`src/rtl/lvl_det_pkg.sv`:
```
package lvl_det_pkg;
  typedef enum logic {MODE_PEAK = 1'b0, MODE_MEAN = 1'b1} meas_mode_e;
  localparam int CODE_W = 3;
  localparam logic [CODE_W-1:0] CODE_MAX = '1;
endpackage

```
`src/rtl/lvl_win_ctr.sv`:
```
module lvl_win_ctr
  import lvl_det_pkg::*;
#(
  parameter int WIN_LOG_MAX = 10,
  parameter int WL_W = $clog2(WIN_LOG_MAX + 1)
) (
  input  logic            clk_i,
  input  logic            rst_ni,
  input  logic            valid_i,
  input  meas_mode_e      mode_i,
  input  logic [WL_W-1:0] win_log_i,
  output meas_mode_e      mode_o,
  output logic [WL_W-1:0] shift_o,
  output logic            last_o
);
  localparam int CNT_W = (WIN_LOG_MAX > 0) ? WIN_LOG_MAX : 1;

  logic             fresh_q;
  meas_mode_e       mode_q;
  logic [WL_W-1:0]  wl_q;
  logic [CNT_W-1:0] cnt_q;
  logic [WL_W-1:0]  wl_clip;
  logic [CNT_W-1:0] term;

  assign wl_clip = (win_log_i > WL_W'(WIN_LOG_MAX)) ? WL_W'(WIN_LOG_MAX) : win_log_i;
  // config is taken from the ports only on the first sample of a window
  assign mode_o  = fresh_q ? mode_i : mode_q;
  assign shift_o = fresh_q ? wl_clip : wl_q;
  assign term    = (CNT_W'(1) << shift_o) - CNT_W'(1);
  assign last_o  = valid_i && (cnt_q == term);

  always_ff @(posedge clk_i or negedge rst_ni) begin
    if (!rst_ni) begin
      fresh_q <= 1'b1;
      mode_q  <= MODE_PEAK;
      wl_q    <= '0;
      cnt_q   <= '0;
    end else if (valid_i) begin
      if (fresh_q) begin
        mode_q <= mode_i;
        wl_q   <= wl_clip;
      end
      if (last_o) begin
        cnt_q   <= '0;
        fresh_q <= 1'b1;
      end else begin
        cnt_q   <= cnt_q + CNT_W'(1);
        fresh_q <= 1'b0;
      end
    end
  end

  AST_FRESH_CNT_ZERO: assert property (@(posedge clk_i) disable iff (!rst_ni)
    fresh_q |-> cnt_q == '0);
  AST_CNT_IN_WINDOW: assert property (@(posedge clk_i) disable iff (!rst_ni)
    !fresh_q |-> cnt_q <= term);
  AST_CFG_HELD: assert property (@(posedge clk_i) disable iff (!rst_ni)
    !fresh_q |=> $stable(wl_q) && $stable(mode_q));
endmodule

```
`src/rtl/lvl_meas.sv`:
```
module lvl_meas
  import lvl_det_pkg::*;
#(
  parameter int DATA_W = 14,
  parameter int WIN_LOG_MAX = 10,
  parameter int WL_W = $clog2(WIN_LOG_MAX + 1),
  parameter int RES_W = 2 * DATA_W
) (
  input  logic              clk_i,
  input  logic              rst_ni,
  input  logic              valid_i,
  input  logic [DATA_W-1:0] sample_i,
  input  logic              ovr_i,
  input  meas_mode_e        mode_i,
  input  logic [WL_W-1:0]   shift_i,
  input  logic              last_i,
  output logic [RES_W-1:0]  level_o,
  output logic              vld_o,
  output logic              ovr_win_o
);
  localparam int ACC_W = RES_W + WIN_LOG_MAX;

  logic [DATA_W-1:0] mag, peak_q, peak_nxt;
  logic [RES_W-1:0]  sq, fin;
  logic [ACC_W-1:0]  acc_q, acc_nxt;
  logic              ovr_q, ovr_nxt;

  // two's-complement magnitude; the most negative code maps to 2^(DATA_W-1)
  assign mag      = sample_i[DATA_W-1] ? (~sample_i + DATA_W'(1)) : sample_i;
  assign sq       = RES_W'(mag) * RES_W'(mag);
  assign acc_nxt  = acc_q + ACC_W'(sq);
  assign peak_nxt = (mag > peak_q) ? mag : peak_q;
  assign ovr_nxt  = ovr_q | ovr_i;
  assign fin      = (mode_i == MODE_PEAK) ? RES_W'(peak_nxt) : RES_W'(acc_nxt >> shift_i);

  always_ff @(posedge clk_i or negedge rst_ni) begin
    if (!rst_ni) begin
      acc_q     <= '0;
      peak_q    <= '0;
      ovr_q     <= 1'b0;
      level_o   <= '0;
      vld_o     <= 1'b0;
      ovr_win_o <= 1'b0;
    end else begin
      vld_o <= 1'b0;
      if (valid_i) begin
        if (last_i) begin
          level_o   <= fin;
          vld_o     <= 1'b1;
          ovr_win_o <= ovr_nxt;
          acc_q     <= '0;
          peak_q    <= '0;
          ovr_q     <= 1'b0;
        end else begin
          acc_q  <= acc_nxt;
          peak_q <= peak_nxt;
          ovr_q  <= ovr_nxt;
        end
      end
    end
  end

  AST_LEVEL_HOLD: assert property (@(posedge clk_i) disable iff (!rst_ni)
    !(valid_i && last_i) |=> $stable(level_o));
  AST_PEAK_BOUND: assert property (@(posedge clk_i) disable iff (!rst_ni)
    peak_q <= DATA_W'(1) << (DATA_W - 1));
  AST_CLEAR_AFTER_LAST: assert property (@(posedge clk_i) disable iff (!rst_ni)
    valid_i && last_i |=> acc_q == '0 && peak_q == '0 && !ovr_q);
endmodule

```
`src/rtl/lvl_gain_ctl.sv`:
```
module lvl_gain_ctl
  import lvl_det_pkg::*;
#(
  parameter int RES_W = 28
) (
  input  logic              clk_i,
  input  logic              rst_ni,
  input  logic              upd_i,
  input  logic              ovr_i,
  input  logic [RES_W-1:0]  level_i,
  input  logic [RES_W-1:0]  thr_hi_i,
  input  logic [RES_W-1:0]  thr_lo_i,
  output logic [CODE_W-1:0] code_o
);
  always_ff @(posedge clk_i or negedge rst_ni) begin
    if (!rst_ni) begin
      code_o <= '0;
    end else if (upd_i) begin
      if (ovr_i) code_o <= CODE_MAX;
      else if (level_i > thr_hi_i && code_o != CODE_MAX) code_o <= code_o + CODE_W'(1);
      else if (level_i < thr_lo_i && code_o != '0) code_o <= code_o - CODE_W'(1);
    end
  end

  AST_OVR_FULL_ATTEN: assert property (@(posedge clk_i) disable iff (!rst_ni)
    upd_i && ovr_i |=> code_o == CODE_MAX);
  AST_CODE_ONLY_ON_UPD: assert property (@(posedge clk_i) disable iff (!rst_ni)
    !upd_i |=> $stable(code_o));
  AST_ONE_STEP: assert property (@(posedge clk_i) disable iff (!rst_ni)
    upd_i && !ovr_i |=> (CODE_W'(code_o - $past(code_o)) inside {3'd0, 3'd1, 3'd7}));
  AST_BAND_HOLD: assert property (@(posedge clk_i) disable iff (!rst_ni)
    upd_i && !ovr_i && level_i <= thr_hi_i && level_i >= thr_lo_i |=> $stable(code_o));
endmodule

```
`src/rtl/lvl_det.sv`:
```
module lvl_det
  import lvl_det_pkg::*;
#(
  parameter int DATA_W = 14,
  parameter int WIN_LOG_MAX = 10,
  parameter int WL_W = $clog2(WIN_LOG_MAX + 1),
  parameter int RES_W = 2 * DATA_W
) (
  input  logic              clk_i,
  input  logic              rst_ni,
  input  logic [DATA_W-1:0] sample_i,
  input  logic              sample_vld_i,
  input  logic              ovr_i,
  input  logic              mode_i,
  input  logic [WL_W-1:0]   win_log_i,
  input  logic [RES_W-1:0]  thr_hi_i,
  input  logic [RES_W-1:0]  thr_lo_i,
  output logic [RES_W-1:0]  level_o,
  output logic              level_vld_o,
  output logic [2:0]        gain_code_o
);
  meas_mode_e      eff_mode;
  logic [WL_W-1:0] eff_shift;
  logic            last;
  logic            ovr_win;

  lvl_win_ctr #(.WIN_LOG_MAX(WIN_LOG_MAX), .WL_W(WL_W)) u_win (
    .clk_i, .rst_ni,
    .valid_i  (sample_vld_i),
    .mode_i   (meas_mode_e'(mode_i)),
    .win_log_i,
    .mode_o   (eff_mode),
    .shift_o  (eff_shift),
    .last_o   (last)
  );

  lvl_meas #(.DATA_W(DATA_W), .WIN_LOG_MAX(WIN_LOG_MAX), .WL_W(WL_W), .RES_W(RES_W)) u_meas (
    .clk_i, .rst_ni,
    .valid_i   (sample_vld_i),
    .sample_i,
    .ovr_i,
    .mode_i    (eff_mode),
    .shift_i   (eff_shift),
    .last_i    (last),
    .level_o,
    .vld_o     (level_vld_o),
    .ovr_win_o (ovr_win)
  );

  lvl_gain_ctl #(.RES_W(RES_W)) u_gain (
    .clk_i, .rst_ni,
    .upd_i    (level_vld_o),
    .ovr_i    (ovr_win),
    .level_i  (level_o),
    .thr_hi_i,
    .thr_lo_i,
    .code_o   (gain_code_o)
  );
endmodule

```
`config.mk`:
```
export PLATFORM = sky130hd
export DESIGN_NAME = lvl_det
export DESIGN_NICKNAME = d
export VERILOG_FILES = /design/src/rtl/lvl_det_pkg.sv /design/src/rtl/lvl_win_ctr.sv /design/src/rtl/lvl_meas.sv /design/src/rtl/lvl_gain_ctl.sv /design/src/rtl/lvl_det.sv
export SDC_FILE = /design/constraint.sdc
export NUM_CORES = 1
export LEC_CHECK = 0
export BUFFER_PORTS_ARGS = -buffer_cell sky130_fd_sc_hd__buf_4
export CORE_UTILIZATION = 40
export DETAILED_ROUTE_END_ITERATION = 6
export PLACE_DENSITY = 0.53
export REMOVE_ABC_BUFFERS = 1
export SLEW_MARGIN = 0
export SYNTH_ARGS = -nofsm -noshare
export SYNTH_HDL_FRONTEND = slang
export SYNTH_SLANG_ARGS = --single-unit
```
`constraint.sdc`:
```
create_clock -name clk_i -period 8.4 [get_ports clk_i]
set_input_delay 0.84 -clock clk_i [delete_from_list [all_inputs] [get_ports clk_i]]
set_output_delay 0.84 -clock clk_i [all_outputs]
set_load 0.005 [all_outputs]
```
# Word-level counts from Yosys, hierarchy flattened

Cells that the tools add are included.

Output and inout port bits: 32
Logic and storage cells: 50
Register bits after elaboration: 102

Bitwise operators: 2
Equal/unequal tests: 2
Reduce and logical (&&, ||, !) cells: 7
Add/sub/neg operators: 6
Multiply operators: 1
Shift operators: 2
Order comparisons: 4
Multiplexer cells: 15

Operator list:

| operator                                              | number |
|---|---|
| 2-to-1 mux 14 bit                                     | 3 |
| adder 38 x 28 -> 38 bit                               | 1 |
| 2-to-1 mux 38 bit                                     | 1 |
| right shift 38 x 4 -> 28 bit                          | 1 |
| greater-than comparator 28 bit                        | 1 |
| less-than comparator 28 bit                           | 1 |
| multiplier 14 x 14 -> 28 bit                          | 1 |
| 2-to-1 mux 28 bit                                     | 1 |
| adder 14 x 1 -> 14 bit (second input constant)        | 1 |
| greater-than comparator 14 bit                        | 1 |
| inverter 14 bit                                       | 1 |
| adder 10 x 1 -> 10 bit (second input constant)        | 1 |
| equality test 10 bit                                  | 1 |
| 2-to-1 mux 10 bit                                     | 1 |
| << shifter 1 x 4 -> 10 bit (first input constant)     | 1 |
| subtractor 10 x 2 -> 10 bit (second input constant)   | 1 |
| 2-to-1 mux 3 bit                                      | 3 |
| 2-to-1 mux 4 bit                                      | 2 |
| nonzero test 3 bit                                    | 2 |
| greater-than comparator 4 bit (second input constant) | 1 |
| 2-to-1 mux 1 bit                                      | 4 |
| AND reduction 2 bit                                   | 2 |
| adder 3 x 1 -> 3 bit (second input constant)          | 1 |
| logical AND 1 bit                                     | 3 |
| other kinds (3)                                       | 3 |

# Logic depth before layout (Yosys ltp)

Gate-level depths: netlist (run 1).

Depth after elaboration: 9
Gate-level depth with buffers: 33

# Modules after synthesis

From an unflattened synthesis (run 1), not the netlist that was laid out.

Cells, all modules: 1,842
Area, all modules: 15,777.6 um^2

By module, submodules not included:

| module       | cells an instance | instances | area an instance (um^2) |
|---|---|---|---|
| lvl_meas     | 1,478             | 1         | 12,943.7 |
| lvl_gain_ctl | 224               | 1         | 1,627.8 |
| lvl_win_ctr  | 140               | 1         | 1,206.2 |

# Worst setup path before layout (run 1)

Ideal clock, no wire load.

Kind: input -> register
From: input sample_i[0]
To: register u_meas.level_o[24]
Slack: -234 ps
Buffers on the path: 3
Setup time: 73 ps
Data required time: 8,327 ps
Arrival time: 8,561 ps
Cell stages on the path: 30
Cell sequence: clkbuf_1 inv_2 nand4b_1 or3_1 or3_1 o31a_1 xor2_1 clkbuf_1 nand2_1 inv_1 fa_1 fa_1 fa_1 fa_1 fa_1 inv_1 fa_1 inv_1 ha_1 buf_6 a21oi_4 o21ai_2 a32o_1 o211a_4 o311ai_4 o21a_4 nor2_2 a2111o_1 o221a_2 a21oi_2

Word-level cells in the longest chain between the ends: 7

Ends and longest elaborated chain:

| item                           | line           | text |
|---|---|---|
| from (decl)                    | lvl_det.sv:11  | `input logic [DATA_W-1:0] sample_i,` |
| inverter 14 bit                | lvl_meas.sv:29 | `assign mag = sample_i[DATA_W-1] ? (~sample_i + DATA_W'(1)) : sample_i;` |
| adder 14 x 1 -> 14 bit         | lvl_meas.sv:29 |  |
| 2-to-1 mux 14 bit *            | lvl_meas.sv:29 |  |
| multiplier 14 x 14 -> 28 bit * | lvl_meas.sv:30 | `assign sq = RES_W'(mag) * RES_W'(mag);` |
| adder 38 x 28 -> 38 bit *      | lvl_meas.sv:31 | `assign acc_nxt = acc_q + ACC_W'(sq);` |
| right shift 38 x 4 -> 28 bit * | lvl_meas.sv:34 | `assign fin = (mode_i == MODE_PEAK) ? RES_W'(peak_nxt) : RES_W'(acc_nxt >> shift_i);` |
| 2-to-1 mux 28 bit *            | lvl_meas.sv:34 |  |
| to (signal assigned)           | lvl_meas.sv:48 | `level_o <= fin;` |
| to (decl)                      | lvl_meas.sv:17 | `output logic [RES_W-1:0] level_o,` |

Mark *: on every way between the ends. The rest lies on a longest branch, timed or not.
A chain may end at the register's enable or synchronous reset.

# Worst setup path in the final report (run 1)

From: input sample_i[3]
To: register u_meas.level_o[20]

The elaborated chain is that of the path after synthesis.

==> metrics.txt, run 1 <==
Syn Std Cell Area=15,800 um^2; most used cell, CP=fa_1; slack of the critical path=0.0316 ns; row cnt=72; hold violation count in the final report=0; largest net degree at the start of global routing=61; CP Buf/Inv Count=7; nets=2,590; crit path max fanout=5; DRT iter0 DRCs=981; number of global-route vias before repair=15,000; number of enable flip-flop cells after synthesis=0; most common cell after layout, fill and taps aside=buf_4; CP Launch Type=primary input; area taken by flip-flops and latches=2550 um^2; Post-synth top flop=dfrtp_1; Die Ht=201 um; CTS sink cnt=102; Critical Path End Type=register; Starting Density=0.408; Tightest Pin Transition=1.01 ns; die width=201 um; post-synth top area share=0.183; Root Driver=clkbuf_16; first-pass GRT wire length=81,300 um; number of synthesis warnings=0; worst r2r src=u_meas.acc_q[10]; post-detail-place hpwl=41,100 um; CP peak stage delay=0.56 ns; hold_buf cts=0; Crit Path Class=in -> reg; number of port buffers=110; FMAX=119 MHz; Distinct cells, synth=106; die area=40,400 um^2; ANT nets after route=0; Longest Clk Path Bufs=2; Top delay family on crit path=adder cells; DP Worst Slack=-0.700 ns; Slew Viols, Final=0; Via-to-Cell Ratio=5.43; layout cell share with drive strength beyond 1=0.252; dominant cells by area after synthesis=fa_1 18%, dfrtp_1 16%, ha_1 13%; Worst Reg-to-Reg Cells=22; RR Endpoint=u_meas.level_o[18]; gpl congestion=0.893; commonest non-fill, non-tap cells in the layout=369 x buf_4, 283 x inv_1, 186 x nand2_1; CTS tree=yes; first-pass detailed-route iteration total=5; routed length per placed instance=18.6 um; FFs w/ async S/R, synth=1.00; htree depth=3; # DRC=0; crit path DAT=8.63 ns; WL final=50,600 um; Synth-to-Final Area Change=25.5%; via count=14,800; post-synthesis cell count=1,898; Filler cells=3,749; Yosys top cell by area=fa_1; crit path time final=8.37 ns; slowest CP cell=fa_1; R2R Setup Slk=1.78 ns; Multi-input gate area=12,400 um^2; outcome=finished, final reports clean; fin crit share=0.996; Levels on crit path=31; Crit path required time=8.67 ns; Layout Skew=0.00837 ns; initial antenna violation count=0; sequential-to-total area share from yosys stat=0.161; Ports=111; Final setup viols=0; GR Util All Layers=0.254; Skew-Pair Late Insertion Delay=0.37 ns; Seq cells post-synth=102; # Max-Cap Violations=0; Reg clk slew, reported paths=0.08 ns; RSZ-0062 raised after global routing=true; Core ar.=38,800 um^2; grt ovf=0; Antenna Cells=0; Syn Area/Cell=8.35 um^2; worst hold path class=in -> async; clock buffer count from CTS=9; Slew Limit Headroom=0.320
cells in the mapped netlist (5+ instances only):
master	count
inv_1	289
nand2_1	191
ha_1	165
fa_1	145
nor2_1	138
a21oi_1	103
dfrtp_1	101
o21ai_0	71
a21o_1	45
clkbuf_1	45
nand3_1	41
mux2i_1	39
buf_2	37
nor3_1	35
xnor2_1	31
o21ai_1	28
xor2_1	27
nand4_1	26
o2bb2ai_1	25
a211oi_1	23
o211ai_1	23
and2_1	16
a22o_1	14
a31oi_1	13
mux2_2	13
o31ai_1	12
and3_1	11
nor2b_1	10
or3_1	10
nand2b_1	9
o21a_1	9
a22oi_1	8
buf_1	6
nor4_1	6
o22ai_1	6
o311ai_0	6
and4_1	5
o211a_1	5
worst max-delay path by stage:
stage / start / endpoint / slack [ns]
finish: sample_i[3] / u_meas.level_o[20] / 0.03
CTS: sample_i[2] / u_meas.level_o[21] / -0.008
floorplan: sample_i[2] / u_meas.level_o[15] / -0.27
global placement: sample_i[2] / u_meas.level_o[21] / -0.74
detailed placement: sample_i[2] / u_meas.level_o[21] / -0.70
global route: sample_i[3] / u_meas.level_o[20] / -0.20
registers in the layout, indices dropped and copies added (netlist names):
register,count
u_gain.code_o,3
u_win.fresh_q,1
u_meas.vld_o,1
u_win.cnt_q,10
u_meas.peak_q,14
u_meas.level_o,28
u_meas.ovr_win_o,1
u_meas.ovr_q,1
u_win.wl_q,4
u_win.mode_q,1
u_meas.acc_q,38
worst register-to-register path, cell delays in order, from the launching register on:
cell	delay [ns]
dfrtp_1	0.44
fa_1	0.55
inv_1	0.04
fa_1	0.47
inv_1	0.05
fa_1	0.51
fa_1	0.44
fa_1	0.54
inv_1	0.05
fa_1	0.53
inv_1	0.04
ha_1	0.34
a21oi_1	0.28
o21ai_2	0.13
a22o_1	0.27
o31a_1	0.33
buf_4	0.14
or3_1	0.33
and2_4	0.20
o211ai_1	0.33
nor3_1	0.13
o31ai_2	0.26
o21ai_1	0.08
routing by layer:
layer	GRT usage	wire length [um]	vias to the layer above
li1	-	-	7095
met1	0.354	23900	7329
met4	0.0523	822	0
met3	0.0336	1960	56
met5	0	0	-
met2	0.420	23900	310
layout make-up:
class                           count  area share
Clock inverter                      5     0.00415
Timing Repair Buffer              378       0.145
Multi-Input combinational cell   1416       0.623
Tap cell                          518      0.0326
Clock buffer                       10      0.0115
Sequential cell                   102       0.128
Inverter                          294      0.0557
per-stage QoR:
stage	TNS, ns	util	hold WS [ns]	area [um^2]	instances
after floorplan	-1.66	-	0.459	15400	1812
after global placement	-14.61	0.485	0.475	18800	2691
after detailed placement	-14.74	0.485	0.484	18800	2691
after CTS	-0.00762	0.496	0.496	19300	2707
after global routing	-3.00	0.512	0.525	19900	2723
final	0	0.512	0.484	19900	2723
timing repair:
action,CTS,global route
endpoints found under the setup margin,25,30
pin swaps,4,54
setup buffers,1,16
resized for setup,21,121
cells by family after synthesis:
family / Yosys count / share of synthesized area
other cells: 2 / 0.000474
simple gates: 521 / 0.153
mux: 53 / 0.0353
xor+xnor: 60 / 0.0341
flops: 102 / 0.161
fa+ha+maj: 310 / 0.313
buf+inv: 389 / 0.0975
compound gates: 461 / 0.205
Power of run 1 is not shown: default switching activity piles up to over one toggle a cycle in this logic, so the estimate is an artifact.
==> run 2, diff against run 1 <==
Settings changed: CAP_MARGIN set to 10, CELL_PAD_IN_SITES_DETAIL_PLACEMENT set to 0, CELL_PAD_IN_SITES_GLOBAL_PLACEMENT set to 1, MAX_ROUTING_LAYER set to met4, PLACE_DENSITY 0.53 to 0.67.
==> metrics.txt, run 2 (synthesized netlist as in run 1, its figures left out) <==
# DRC=0 (unchanged); Starting Density=0.408 (unchanged); CP Launch Type=primary input; Post-Route Utilization=0.508 (-0.00448); R2R Setup Slk=1.93 ns (+0.15 ns); number of port buffers=110 (unchanged); Tightest Pin Transition=0.917 ns (-0.0951 ns); die area=40,400 um^2 (unchanged); worst hold path class=in -> async; largest net degree at the start of global routing=66 (+8.2%); commonest non-fill, non-tap cells in the layout=325 x buf_4, 284 x inv_1, 184 x nand2_1; Longest Clk Path Bufs=2 (unchanged); crit path max fanout=6 (+1); nets=2,543 (-1.8%); slack of the critical path=0.158 ns (+0.126 ns); # Max-Cap Violations=0 (unchanged); WL final=50,600 um (about the same); slowest CP cell=fa_1; clock buffer count from CTS=9 (unchanged); Crit Path Class=in -> reg; top flop regs=u_meas.acc_q x38, u_meas.level_o x28, u_meas.peak_q x14; Skew-Pair Late Insertion Delay=0.37 ns (about the same); Filler cells=3,791 (+1.1%); CTS sink cnt=102 (unchanged); Final setup viols=0 (unchanged); routed length per placed instance=18.9 um (+1.7%); most common cell after layout, fill and taps aside=buf_4; hold_buf cts=0 (unchanged); hold violation count in the final report=0 (unchanged); CTS tree=yes; Via-to-Cell Ratio=5.42 (-0.30%); GR Util All Layers=0.264 (+0.00984); Slew Viols, Final=0 (unchanged); outcome=finished, final reports clean; max reg flops=38 (unchanged); row cnt=72 (unchanged); RSZ-0062 raised after global routing=true; DP Worst Slack=-0.555 ns (+0.145 ns); die width=201 um (unchanged); grt ovf=0 (unchanged); Core ar.=38,800 um^2 (unchanged); first-pass GRT wire length=81,800 um (+0.66%); FMAX=121 MHz (+1.5%); ANT nets after route=0 (unchanged); Slew Limit Headroom=0.384 (+0.0638); Largest Register=u_meas.acc_q; Ports=111 (unchanged); Critical Path End Type=register; Antenna Cells=0 (unchanged); most used cell, CP=fa_1; gpl congestion=0.925 (+3.7%); Crit path required time=8.70 ns (+0.03 ns); via count=14,500 (-2.0%); Reg clk slew, reported paths=0.07 ns (about the same); number of global-route vias before repair=14,800 (-1.8%); DRT iter0 DRCs=870 (-11%); fin crit share=0.981 (-0.0150); post-detail-place hpwl=40,800 um (-0.58%); crit path DAT=8.54 ns (-0.09 ns); first-pass detailed-route iteration total=5 (unchanged); Synth-to-Final Area Change=24.4%; Root Driver=clkbuf_16; crit path time final=8.24 ns (-0.126 ns); htree depth=3 (unchanged); Layout Skew=0.00557 ns (-0.00280 ns); initial antenna violation count=0 (unchanged); Die Ht=201 um (unchanged); layout cell share with drive strength beyond 1=0.244 (-0.00807); CP peak stage delay=0.54 ns (-0.02 ns)
==> run 2: changes by cell type in the layout (fill, tap and decap cells not counted), sizes merged <==
cell / delta
clkinvlp: +1
clkbuf: +2
clkinv: -3
buf: -47
inv: +1
==> run 2: area by class of cell <==
class	count	area, um^2	share of cell area
timing repair buffer	331	2510	0.127
clock buffer	12	256	0.0130
clock inverter	4	76.3	0.00387
sequential	102	2550	0.130
inverter	294	1110	0.0562
multi-input combinational	1416	12600	0.637
tap	518	648	0.0329
==> run 2: stage by stage <==
step	instances	hold WS [ns]	area (um^2)	setup TNS (ns)
global route	2677	0.514	19700	-0.930
CTS	2663	0.506	18900	0
detailed placement	2646	0.484	18500	-10.91
finish	2677	0.496	19700	0
floorplan	1812	0.459	15400	-1.66
global placement	2646	0.475	18500	-9.81
==> run 2: critical path, delay by kind of cell <==
family	cells	cell delay [ns]
AO/OA/AOI/OAI	10	2.15
XOR/XNOR	1	0.14
adder cells (fa/ha/maj)	7	3.29
buffers and inverters	7	0.78
AND/OR/NAND/NOR	6	1.31
==> run 2: per-layer routing <==
metal	vias to the layer above	track usage	share of wire
met5	-	-	0
met4	0	0.0510	0.014
met3	41	0.0315	0.038
met2	285	0.418	0.47
met1	7179	0.363	0.48
li1	6992	-	-
==> run 2: worst paths after layout <==
kind / startpoint / to / depth (start not counted)
setup reg to reg: u_meas.acc_q[8] / u_meas.level_o[19] / 22
hold reg to reg: u_meas.acc_q[28] / u_meas.acc_q[28] / 1
hold / removal: rst_ni / u_meas.ovr_q / 1
setup / recovery: sample_i[3] / u_meas.level_o[21] / 31
min in group clk_i: u_meas.acc_q[28] / u_meas.acc_q[28] / 1
max in group asynchronous: rst_ni / u_meas.acc_q[37] / 2
==> run 2: timing repair <==
action,in CTS,in global routing
endpoints found under the setup margin,15,28
pin swaps,1,78
gates resized for setup,13,162
hold endpoints to repair,0,0
cloned,0,0
buffers inserted,1,14
Power of run 2 is left out for the same reason.
